`src/rtl/tpt_pkg.sv`:
```
package tpt_pkg;
  localparam int unsigned PRE_SEL_W  = 2;
  localparam int unsigned POST_SEL_W = 4;
  localparam int unsigned CTRL_W     = 1 + PRE_SEL_W + POST_SEL_W;

  typedef enum logic [1:0] {
    REG_COUNT  = 2'd0,
    REG_PERIOD = 2'd1,
    REG_CTRL   = 2'd2,
    REG_FLAG   = 2'd3
  } reg_sel_e;

  typedef struct packed {
    logic [POST_SEL_W-1:0] post_sel;
    logic [PRE_SEL_W-1:0]  pre_sel;
    logic                  run;
  } ctrl_t;
endpackage

```
`src/rtl/tpt_prescaler.sv`:
```
module tpt_prescaler #(
  parameter int unsigned PRE_W = 4
) (
  input  logic       clk,
  input  logic       rst_n,
  input  logic       clr,
  input  logic       step,
  input  logic [1:0] sel,
  output logic       fire
);
  localparam logic [PRE_W-1:0] LIM_QUARTER = PRE_W'(3);

  logic [PRE_W-1:0] cnt_q;
  logic [PRE_W-1:0] lim;

  always_comb begin
    case (sel)
      2'd0:    lim = '0;
      2'd1:    lim = LIM_QUARTER;
      default: lim = '1;
    endcase
  end

  assign fire = step & ~clr & (cnt_q == lim);

  always_ff @(posedge clk or negedge rst_n) begin
    if (!rst_n)      cnt_q <= '0;
    else if (clr)    cnt_q <= '0;
    else if (step)   cnt_q <= fire ? '0 : cnt_q + PRE_W'(1);
  end
endmodule

```
`src/rtl/tpt_counter.sv`:
```
module tpt_counter #(
  parameter int unsigned W = 8
) (
  input  logic         clk,
  input  logic         rst_n,
  input  logic         adv,
  input  logic         load,
  input  logic [W-1:0] load_val,
  input  logic [W-1:0] period,
  output logic [W-1:0] cnt,
  output logic         hit,
  output logic         pulse
);
  logic [W-1:0] cnt_q;

  assign hit = adv & ~load & (cnt_q == period);
  assign cnt = cnt_q;

  always_ff @(posedge clk or negedge rst_n) begin
    if (!rst_n)     cnt_q <= '0;
    else if (load)  cnt_q <= load_val;
    else if (adv)   cnt_q <= hit ? '0 : cnt_q + W'(1);
  end

  always_ff @(posedge clk or negedge rst_n) begin
    if (!rst_n) pulse <= 1'b0;
    else        pulse <= hit;
  end
endmodule

```
`src/rtl/tpt_postscaler.sv`:
```
module tpt_postscaler #(
  parameter int unsigned W = 4
) (
  input  logic         clk,
  input  logic         rst_n,
  input  logic         clr,
  input  logic         ev,
  input  logic [W-1:0] sel,
  output logic         set
);
  logic [W-1:0] cnt_q;

  assign set = ev & ~clr & (cnt_q == sel);

  always_ff @(posedge clk or negedge rst_n) begin
    if (!rst_n)    cnt_q <= '0;
    else if (clr)  cnt_q <= '0;
    else if (ev)   cnt_q <= set ? '0 : cnt_q + W'(1);
  end
endmodule

```
`src/rtl/tpt_top.sv`:
```
module tpt_top
  import tpt_pkg::*;
#(
  parameter int unsigned CNT_W = 8,
  parameter int unsigned PRE_W = 4
) (
  input  logic             clk,
  input  logic             rst_n,
  input  logic             tick_en,
  input  logic [1:0]       bus_addr,
  input  logic             bus_we,
  input  logic [CNT_W-1:0] bus_wdata,
  output logic [CNT_W-1:0] bus_rdata,
  output logic             match_pulse,
  output logic             irq_flag
);
  localparam logic [CNT_W-1:0] PERIOD_RST = '1;

  ctrl_t            ctrl_q;
  logic [CNT_W-1:0] period_q;
  logic [CNT_W-1:0] cnt_q;
  logic             flag_q;
  logic             wr_count, wr_period, wr_ctrl, wr_flag;
  logic             scaler_clr;
  logic             run_en;
  logic             pre_fire;
  logic             period_hit;
  logic             post_set;

  assign wr_count   = bus_we & (bus_addr == REG_COUNT);
  assign wr_period  = bus_we & (bus_addr == REG_PERIOD);
  assign wr_ctrl    = bus_we & (bus_addr == REG_CTRL);
  assign wr_flag    = bus_we & (bus_addr == REG_FLAG);
  assign scaler_clr = wr_count | wr_ctrl;
  assign run_en     = ctrl_q.run;

  tpt_prescaler #(.PRE_W(PRE_W)) u_pre (
    .clk   (clk),
    .rst_n (rst_n),
    .clr   (scaler_clr),
    .step  (run_en & tick_en),
    .sel   (ctrl_q.pre_sel),
    .fire  (pre_fire)
  );

  tpt_counter #(.W(CNT_W)) u_cnt (
    .clk      (clk),
    .rst_n    (rst_n),
    .adv      (pre_fire),
    .load     (wr_count),
    .load_val (bus_wdata),
    .period   (period_q),
    .cnt      (cnt_q),
    .hit      (period_hit),
    .pulse    (match_pulse)
  );

  tpt_postscaler #(.W(POST_SEL_W)) u_post (
    .clk   (clk),
    .rst_n (rst_n),
    .clr   (scaler_clr),
    .ev    (period_hit),
    .sel   (ctrl_q.post_sel),
    .set   (post_set)
  );

  always_ff @(posedge clk or negedge rst_n) begin
    if (!rst_n) begin
      period_q <= PERIOD_RST;
      ctrl_q   <= '0;
    end else begin
      if (wr_period) period_q <= bus_wdata;
      if (wr_ctrl)   ctrl_q   <= ctrl_t'(bus_wdata[CTRL_W-1:0]);
    end
  end

  always_ff @(posedge clk or negedge rst_n) begin
    if (!rst_n)        flag_q <= 1'b0;
    else if (post_set) flag_q <= 1'b1;
    else if (wr_flag)  flag_q <= bus_wdata[0];
  end

  assign irq_flag = flag_q;

  always_comb begin
    case (bus_addr)
      REG_COUNT:  bus_rdata = cnt_q;
      REG_PERIOD: bus_rdata = period_q;
      REG_CTRL:   bus_rdata = CNT_W'(ctrl_q);
      default:    bus_rdata = CNT_W'(flag_q);
    endcase
  end
endmodule

```
`config.mk`:
```
export PLATFORM = sky130hd
export DESIGN_NAME = tpt_top
export DESIGN_NICKNAME = d
export VERILOG_FILES = /design/src/rtl/tpt_pkg.sv /design/src/rtl/tpt_prescaler.sv /design/src/rtl/tpt_counter.sv /design/src/rtl/tpt_postscaler.sv /design/src/rtl/tpt_top.sv
export SDC_FILE = /design/constraint.sdc
export NUM_CORES = 1
export LEC_CHECK = 0
export BUFFER_PORTS_ARGS = -buffer_cell sky130_fd_sc_hd__buf_2
export CAP_MARGIN = 40
export CORE_MARGIN = 2
export CORE_UTILIZATION = 37
export DETAILED_ROUTE_END_ITERATION = 8
export GPL_ROUTABILITY_DRIVEN = 0
export HOLD_SLACK_MARGIN = 0.15
export SETUP_SLACK_MARGIN = 0.5
export SYNTH_ARGS = -nofsm -noshare
export SYNTH_HDL_FRONTEND = slang
export SYNTH_HIERARCHICAL = 1
export SYNTH_SLANG_ARGS = --single-unit
```
`constraint.sdc`:
```
create_clock -name clk -period 2.75 [get_ports clk]
set_input_delay 0.275 -clock clk [delete_from_list [all_inputs] [get_ports clk]]
set_output_delay 0.275 -clock clk [all_outputs]
set_load 0.01 [all_outputs]
```
==> results.cfg, run 1 <==
[logic_synthesis]
yosys_register_bits = 33
syn_inst = 186
synth_fp_nets = 203
synth_compound_gate_area_share = 0.128
synthXorXnorAreaFrac = 0.0702
muxShareOfSynthArea = 0.153
synthArstFlopShare = 1.00
ys_seq_area_frac = 0.394
synthDistinctLibCells = 49
synth_edf_count = 0
synth_warnings = 6
syn_area_um2 = 2120
syn_avg_cell_area_um2 = 11.4
synth_top_family_by_area = simple AND/OR/NAND/NOR gates
synth_ff_type = dfrtp_1
synth_adder_area_share = 0.0177
yosys.area_share.simple = 0.201

[power_and_ir_drop]
p_switching_mw = 0.495
pwr-share-seq = 0.459
irDropWorstVdd_mv = 0.240
clkPwrFrac = 0.265
cellLeakagePower_nw = 1.10
swShare = 0.325
power_frac_comb = 0.276
internal_power_mw = 1.03
cellPowerDensity_nw_per_um2 = 610

[floorplanning]
die_h_um = 79.7
die_w_um = 79.7
core_area_um2 = 5510
start_util = 0.385
die-area_um2 = 6350
num_io_pins = 24
row_count = 27

[routing]
drtPass1Iterations = 4
routed_wl_um = 4720
drt-initial-drc-count = 88
ant_nets = 0
route.detailed.drc = 0
drt-vias-per-instance = 5.34
routed-via-count = 1559
routedWlPerCell_um = 16.2

[worst_hold_path]
hp-class = in2reg
min_from = bus_wdata[7]

[run_status]
status = complete, no violations

[sta]
drv_slew = 0
period_needed_ps = 2140
setup_viol = 0
hold_viol_final = 0
fmax_ghz = 0.466
rsz0062_at_grt = yes
setup_tns_ps = 0
skew_ps = 6.38
maxSlewHeadroom = 0.494
whs_ps = 240
worst_pin_slew_ps = 759
min_period_over_period = 0.780

[worst_setup_path]
r2r_slack_ps = 610
cpPeakStageDelay_ps = 420
r2r-end = u_post/cnt_q[2]
path_class = reg2reg
cp-end-kind = register
r2r-start = ctrl_q[1]
endpoint = u_post/cnt_q[2]
rr_worst_depth = 9
setup.worst_path.start = ctrl_q[1]
worstPathArrival_ps = 2340
cpMaxStageDelayCell = dfrtp_1
worst-path-stages = 9
critPathMaxFanout = 5
crit_buf_inv = 0
path_cells = nor3_1, o21ai_2, a211oi_2, nor2b_4, nand2_4, nor3_4, nand2_1, mux2_2, o32ai_2
setup.worst_path.start_class = register
cp_top_family = simple AND/OR/NAND/NOR gates
crit_required_ps = 2940

[clock_tree]
clock-sinks = 33
h-tree-depth = 2
cts_made_buffers = 5
cts_tree = yes
insertion_delay_ps = 280
clockBufferDepth = 2
clk_pin_slew_worst_paths_ps = 70
clock_tree.root_cell = clkbuf_8

[place]
port_buffers = 23
dp_hpwl_um = 3330

[layout]
final_nets = 236
diodes = 0
drive_above_1_share = 0.436
syn_to_final_growth_pct = 17.8
final_cell_mix = dfrtp_1 (23), buf_2 (23), mux2_2 (17), mux2i_1 (11), nor2_1 (11)

[flow_run]
maxCapViolCount = 0

[global_route]
gr-usage-all-layers = 0.163
grt-ovfl-total = 0
grt_max_degree = 34
grt_pass1_vias = 1562
antenna_found_initial = 0
grt_pass1_wl_um = 7870
-- per-layer routing --
layer	wire (um)	vias to the layer above	global-route usage
met5	0	-	0
met4	108	0	0.0690
met3	153	9	0.0407
met2	2180	26	0.248
met1	2280	765	0.220
li1	-	759	-
-- worst min-delay path by stage --
stage / endpoint / slack, ps / cells past startpoint
after detailed placement: u_post/cnt_q[0] / 400 / 1
after global placement: ctrl_q[5] / 390 / 1
final: period_q[7] / 240 / 2
after floorplan: ctrl_q[1] / -20 / 0
after CTS: period_q[7] / 230 / 2
after global routing: period_q[7] / 240 / 2
-- power by group through the flow --
stage          clock [mW]  combinational (mW)  sequential [mW]
2_1_floorplan           0               0.323            0.669
3_3_place_gp            0               0.400            0.702
3_5_place_dp            0               0.403            0.704
4_1_cts             0.420               0.418            0.697
5_1_grt             0.438               0.467            0.715
6_report            0.404               0.421            0.699
-- synth_stat cells, types with 2 or more instances --
cell type | instances | area share
nand3b_4 | 2 | 0.019
xnor2_1 | 6 | 0.025
inv_1 | 6 | 0.011
nand2_1 | 11 | 0.019
nand4_1 | 3 | 0.0089
nor2b_1 | 3 | 0.0089
o31ai_1 | 8 | 0.028
nand3_1 | 5 | 0.012
buf_2 | 2 | 0.0047
dfrtp_1 | 25 | 0.29
nor4_4 | 2 | 0.020
buf_6 | 3 | 0.016
nand2b_1 | 3 | 0.0089
and3_2 | 3 | 0.011
xor2_1 | 6 | 0.025
nor3_1 | 6 | 0.014
o2bb2ai_1 | 6 | 0.025
dfstp_2 | 8 | 0.099
nor2_1 | 11 | 0.019
or2b_1 | 2 | 0.0071
nand3b_1 | 2 | 0.0071
a22oi_1 | 3 | 0.011
ha_1 | 3 | 0.018
mux2i_1 | 11 | 0.052
o21ai_0 | 2 | 0.0047
a2111oi_2 | 5 | 0.035
mux2_2 | 17 | 0.090
-- timing repair --
item,CTS,global route
setup endpoints to repair,5,5
setup buffers,3,2
gates cloned,0,0
resized for setup,6,4
pin swaps,1,3
hold buffers,1,0
endpoints found under the hold margin,25,0
-- sequential cells by signal, summed over array words and instances, names as in the netlist --
| register | flops |
|---|---|
| period_q | 8 |
| u_cnt/cnt | 8 |
| ctrl_q | 6 |
| u_post/cnt_q | 4 |
| u_pre/cnt_q | 4 |
| irq_flag | 1 |
| run_en | 1 |
| u_cnt/pulse | 1 |
-- cell type report --
type / instances / area (um^2)
clock buffer: 7 / 96.3
tap: 72 / 90.1
multi-input combinational: 140 / 1250
sequential: 33 / 838
inverter: 6 / 22.5
timing repair buffer: 33 / 196
fill: 518 / 3010
clock inverter: 1 / 5.00
-- per-stage QoR --
| stage | instance area (um^2) | setup WS [ps] | util | cells | total power, mW |
|---|---|---|---|---|---|
| floorplan | 2130 | 507 | - | 186 | 0.992 |
| global placement | 2310 | 314 | 0.420 | 278 | 1.10 |
| detailed placement | 2310 | 172 | 0.420 | 278 | 1.11 |
| CTS | 2460 | 542 | 0.448 | 290 | 1.53 |
| global route | 2500 | 426 | 0.454 | 292 | 1.62 |
| finish | 2500 | 605 | 0.454 | 292 | 1.52 |
-- kinds of logic after synthesis --
family	count (synthesis)
AND/OR/NAND/NOR	64
flip-flops	33
adder cells (fa/ha/maj)	3
XOR/XNOR	14
buffers and inverters	13
multiplexers	29
AO/OA/AOI/OAI	30
No activity file was read; power rests on OpenSTA's default activity.
==> run 2, diff against run 1 <==
- ABC_AREA: unset -> 1
- clock period: 2.75 -> 2.2 ns (I/O delays scaled with it)
==> results.cfg, run 2 <==
[clock_tree]
insertion_delay_ps = 290
cts_tree = yes
clk_pin_slew_worst_paths_ps = 70
h-tree-depth = 2
clock_tree.root_cell = clkbuf_8
clockBufferDepth = 2
cts_made_buffers = 5
clock-sinks = 33

[logic_synthesis]
synth_top_area_share = 0.289
synthDistinctLibCells = 32
synthArstFlopShare = 1.00
ys_seq_area_frac = 0.386
synth_ff_type = dfrtp_1
synth_most_common_cell = nand2_1
yosys_register_bits = 33
synth_top_area_cell = dfrtp_1
synthTopCellsByArea = dfrtp_1 (29%), nand2_1 (23%), dfstp_2 (9.7%), nand3_1 (6.5%), inv_1 (5.4%)
syn_avg_cell_area_um2 = 6.78
synth_commonest_cells = nand2_1 (132), inv_1 (31), nand3_1 (28), nor2_1 (26), dfrtp_1 (25)
syn_inst = 319
synth_edf_count = 0
synth_fp_nets = 336
synth_warnings = 6
syn_area_um2 = 2160

[layout]
final_cell_mix = nand2_1 (129), inv_1 (30), dfrtp_1 (24), buf_2 (23), nor2_1 (21)
layout_commonest_cell = nand2_1
syn_to_final_growth_pct = 24.0
drive_above_1_share = 0.281
final_nets = 376
diodes = 0
finalInstanceArea_um2 = 2680

[worst_setup_path]
cp-end-kind = register
path_class = reg2reg
critPathMaxFanout = 5
worstPathArrival_ps = 2060
setup.worst_path.start_class = register
crit_required_ps = 2420

[routing]
drt-initial-drc-count = 104
routed-via-count = 2110
route.detailed.drc = 0
routed_wl_um = 5590
routedWlPerCell_um = 12.9
drt-vias-per-instance = 4.88
drtPass1Iterations = 4
ant_nets = 0

[sta]
maxSlewHeadroom = 0.495
fmax_ghz = 0.543
period_needed_ps = 1840
min_period_over_period = 0.837
rsz0062_at_grt = yes
whs_ps = 159
skew_ps = 7.17
drv_slew = 0
setup_viol = 0
worst_pin_slew_ps = 758
hold_viol_final = 0
setup_tns_ps = 0

[floorplanning]
die_w_um = 80.5
row_count = 27
die-area_um2 = 6470
core_area_um2 = 5570
num_io_pins = 24
start_util = 0.388
die_h_um = 80.5

[global_route]
grt_pass1_wl_um = 9030
gr-usage-all-layers = 0.183
grt_max_degree = 34
grt-ovfl-total = 0
grt_pass1_vias = 1875
antenna_found_initial = 0

[power_and_ir_drop]
cellPowerDensity_nw_per_um2 = 767
cellLeakagePower_nw = 1.42
irDropWorstVdd_mv = 0.516
total_power_mw = 2.06

[run_status]
status = complete, no violations

[flow_run]
maxCapViolCount = 0

[place]
placed_cell_area_um2 = 2370
dp_hpwl_um = 3820
port_buffers = 23

[worst_hold_path]
hp-class = in2reg
run 2: routing by layer:
metal | vias to the layer above | wire length [um] | global-route usage | part of all wire
met4 | 0 | 89 | 0.0695 | 0.016
met2 | 43 | 2640 | 0.282 | 0.47
li1 | 1069 | - | - | -
met1 | 991 | 2630 | 0.253 | 0.47
met5 | - | 0 | 0 | 0
met3 | 7 | 237 | 0.0371 | 0.042
run 2: layout make-up:
class                           instances  area, um^2
Fill cell                             578        2890
Multi-Input combinational cell        239        1260
Sequential cell                        33         837
Timing Repair Buffer                   38         236
Inverter                               42         158
Clock buffer                            7        96.3
Tap cell                               72        90.1
Clock inverter                          1        5.00
run 2: power breakdown:
part | leakage [nW] | internal [mW] | switching [mW]
Combinational | 0.962 | 0.271 | 0.392
Sequential | 0.407 | 0.728 | 0.154
Clock | 0.0542 | 0.283 | 0.229
run 2: path summary, 6_finish.rpt:
| path | start | endpoint | slack [ps] | cells past startpoint |
|---|---|---|---|---|
| worst max-delay path | ctrl_q[2] | u_post/cnt_q[1] | 360 | 14 |
| worst min-delay path | bus_wdata[2] | period_q[2] | 160 | 3 |
| worst max register to register | ctrl_q[2] | u_post/cnt_q[1] | 360 | 14 |
| worst min register to register | period_q[6] | period_q[6] | 480 | 2 |
| max in group asynchronous | rst_n | ctrl_q[2] | 1130 | 2 |
| min in group asynchronous | rst_n | u_cnt/cnt[0] | 540 | 2 |
run 2: cell families after synthesis:
logic type | share of synthesized area
AO/OA/AOI/OAI | 0.0463
XOR/XNOR | 0.0283
adder cells (fa/ha/maj) | 0.0174
buffers and inverters | 0.0902
flip-flops | 0.386
AND/OR/NAND/NOR | 0.431
run 2: critical path, stage by stage, from the launching register on:
cell and delay (ps):
dfrtp_2 450, nor2_2 110, nand2_1 50, nand2_1 80, nand2_2 80, nor2_4 120, inv_2 60, nor2_8 80
and3_4 200, nand3_4 80, nor2_4 150, nand2_4 80, nor2_1 100, nand2_1 60, o21ai_1 60
run 2: timing repair:
| item | 4_1_cts | 5_1_grt |
|---|---|---|
| setup buffers | 6 | 4 |
| resized for setup | 5 | 19 |
| endpoints found under the hold margin | 26 | 0 |
| hold buffers | 2 | 0 |
| pin swaps | 8 | 12 |
| endpoints found under the setup margin | 13 | 13 |
run 2: metrics by stage:
step                      setup slack (ps)  instances   util
after floorplan                        463        319      -
after global placement                 285        412  0.426
after detailed placement               255        412  0.426
after CTS                              384        428  0.460
after global routing                   225        432  0.481
final                                  359        432  0.481
==> run 3, diff against run 2 <==
- clock period: 2.2 -> 1.6 ns (I/O delays scaled with it)
==> results.cfg, run 3 (same netlist as run 2, synthesis figures left out) <==
[worst_setup_path]
cp-end-kind = register
cpMaxStageDelayCell = dfrtp_2
critPathMaxFanout = 5
worst-path-stages = 14
crit_buf_inv = 1
setup.worst_path.start = ctrl_q[2]
endpoint = u_post/cnt_q[1]
worstPathArrival_ps = 1960
cp_top_family = simple AND/OR/NAND/NOR gates
rr_worst_depth = 14
path_common_cell = nand2_1
path_cells = nor2_2, nand2_1, nand2_1, nand2_2, nor2_4, inv_2, nor2_8, and3_4, nand3_4, nor2_4, nand2_4, nor2_1, nand2_1, o21ai_1
crit_required_ps = 1830
r2r-start = ctrl_q[2]
path_class = reg2reg
setup.worst_path.start_class = register
r2r_slack_ps = -130
r2r-end = u_post/cnt_q[1]
cpPeakStageDelay_ps = 440

[floorplanning]
row_count = 27
start_util = 0.388
num_io_pins = 24
die_w_um = 80.5
core_area_um2 = 5570
die_h_um = 80.5
die-area_um2 = 6470

[sta]
period_needed_ps = 1730
min_period_over_period = 1.08
fmax_ghz = 0.577
rsz0062_at_grt = yes
hold_viol_final = 0
drv_slew = 0
worst_pin_slew_ps = 496
skew_ps = 8.39
setup_viol = 14
fin_ws_ps = -132
maxSlewHeadroom = 0.669

[clock_tree]
clk_pin_slew_worst_paths_ps = 80
insertion_delay_ps = 290
cts_tree = yes
h-tree-depth = 2
cts_made_buffers = 5
clock_tree.root_cell = clkbuf_8
clock-sinks = 33
clockBufferDepth = 2

[routing]
routedWlPerCell_um = 12.9
drt-initial-drc-count = 159
route.detailed.drc = 0
routed_wl_um = 6010
ant_nets = 0
routed-via-count = 2224
drt-vias-per-instance = 4.77
drtPass1Iterations = 4

[global_route]
grt-ovfl-total = 0
grt_max_degree = 22
grt_pass1_wl_um = 9850
grt_pass1_vias = 2102
gr-usage-all-layers = 0.199
antenna_found_initial = 0

[place]
placed_cell_area_um2 = 2610
pre_cts_ws_ps = -166
port_buffers = 23
dp_hpwl_um = 4150

[power_and_ir_drop]
irDropWorstVdd_mv = 0.522
cellLeakagePower_nw = 1.64
cellPowerDensity_nw_per_um2 = 985
total_power_mw = 3.07

[layout]
final_nets = 410
diodes = 0
final_cell_mix = nand2_1 (117), inv_1 (29), buf_4 (29), dfrtp_1 (24), nor2_1 (20)
syn_to_final_growth_pct = 43.9
layout_commonest_cell = nand2_1
drive_above_1_share = 0.383
fin_util = 0.558
finalInstanceArea_um2 = 3110

[run_status]
status = complete, but fails checks
violations = setup timing

[worst_hold_path]
hp-class = in2reg

[flow_run]
maxCapViolCount = 0
run 3: cell types whose count changed in the layout (fill, tap and decap cells not counted), moves of 2 or more:
| cell | previous run | this run |
|---|---|---|
| buf_6 | 1 | 17 |
| nand3_2 | 9 | 16 |
| nand2_4 | 3 | 5 |
| dlygate4sd3_1 | 2 | 9 |
| buf_2 | 23 | 17 |
| clkbuf_8 | 7 | 5 |
| buf_4 | 12 | 29 |
| nand3_1 | 18 | 11 |
| nand2_1 | 129 | 117 |
| nand2_2 | 8 | 18 |
run 3: how the worst min path moves through the flow:
stage | cells after the start | start | to
final | 4 | bus_we | irq_flag
after global routing | 4 | bus_we | irq_flag
after CTS | 4 | bus_we | irq_flag
after detailed placement | 1 | rst_n | u_cnt/cnt[0]
after global placement | 1 | rst_n | u_cnt/cnt[0]
after floorplan | 0 | rst_n | ctrl_q[1]
run 3: layer usage:
metal,GRT usage,part of all wire,up-vias
met5,0,0,-
met4,0.0746,0.013,0
met3,0.0382,0.049,10
met2,0.298,0.47,44
met1,0.282,0.47,1031
li1,-,-,1139
run 3: stage by stage:
step / cells / hold slack [ps] / TNS (ps)
final: 466 / 299 / -1570
after global routing: 466 / 322 / -3550
after CTS: 462 / 294 / -1380
after detailed placement: 443 / 164 / -1410
after global placement: 443 / 167 / -1420
after floorplan: 319 / -136 / -433
run 3: worst min-delay path, stage by stage:
cell and delay (ps):
buf_2 100, buf_4 130, nand4_1 90, nand3b_1 80
run 3: final cells by class:
class,instances,area [um^2]
clock buffer,5,68.8
clock inverter,3,17.5
fill,533,2460
inverter,42,160
multi-input combinational,239,1360
sequential,33,837
tap,72,90.1
timing repair buffer,72,584
run 3: what timing repair did:
item,4_1_cts,5_1_grt
hold buffers,9,0
resized for setup,26,39
pin swaps,9,13
setup endpoints to repair,24,25
buffers inserted,2,4
hold endpoints to repair,29,0
run 3: report_power, final:
group          internal [mW]  leakage (nW)  switching [mW]
combinational          0.593          1.19           0.686
clock                  0.300        0.0439           0.335
sequential              1.00         0.407           0.152
total                   1.90          1.64            1.17
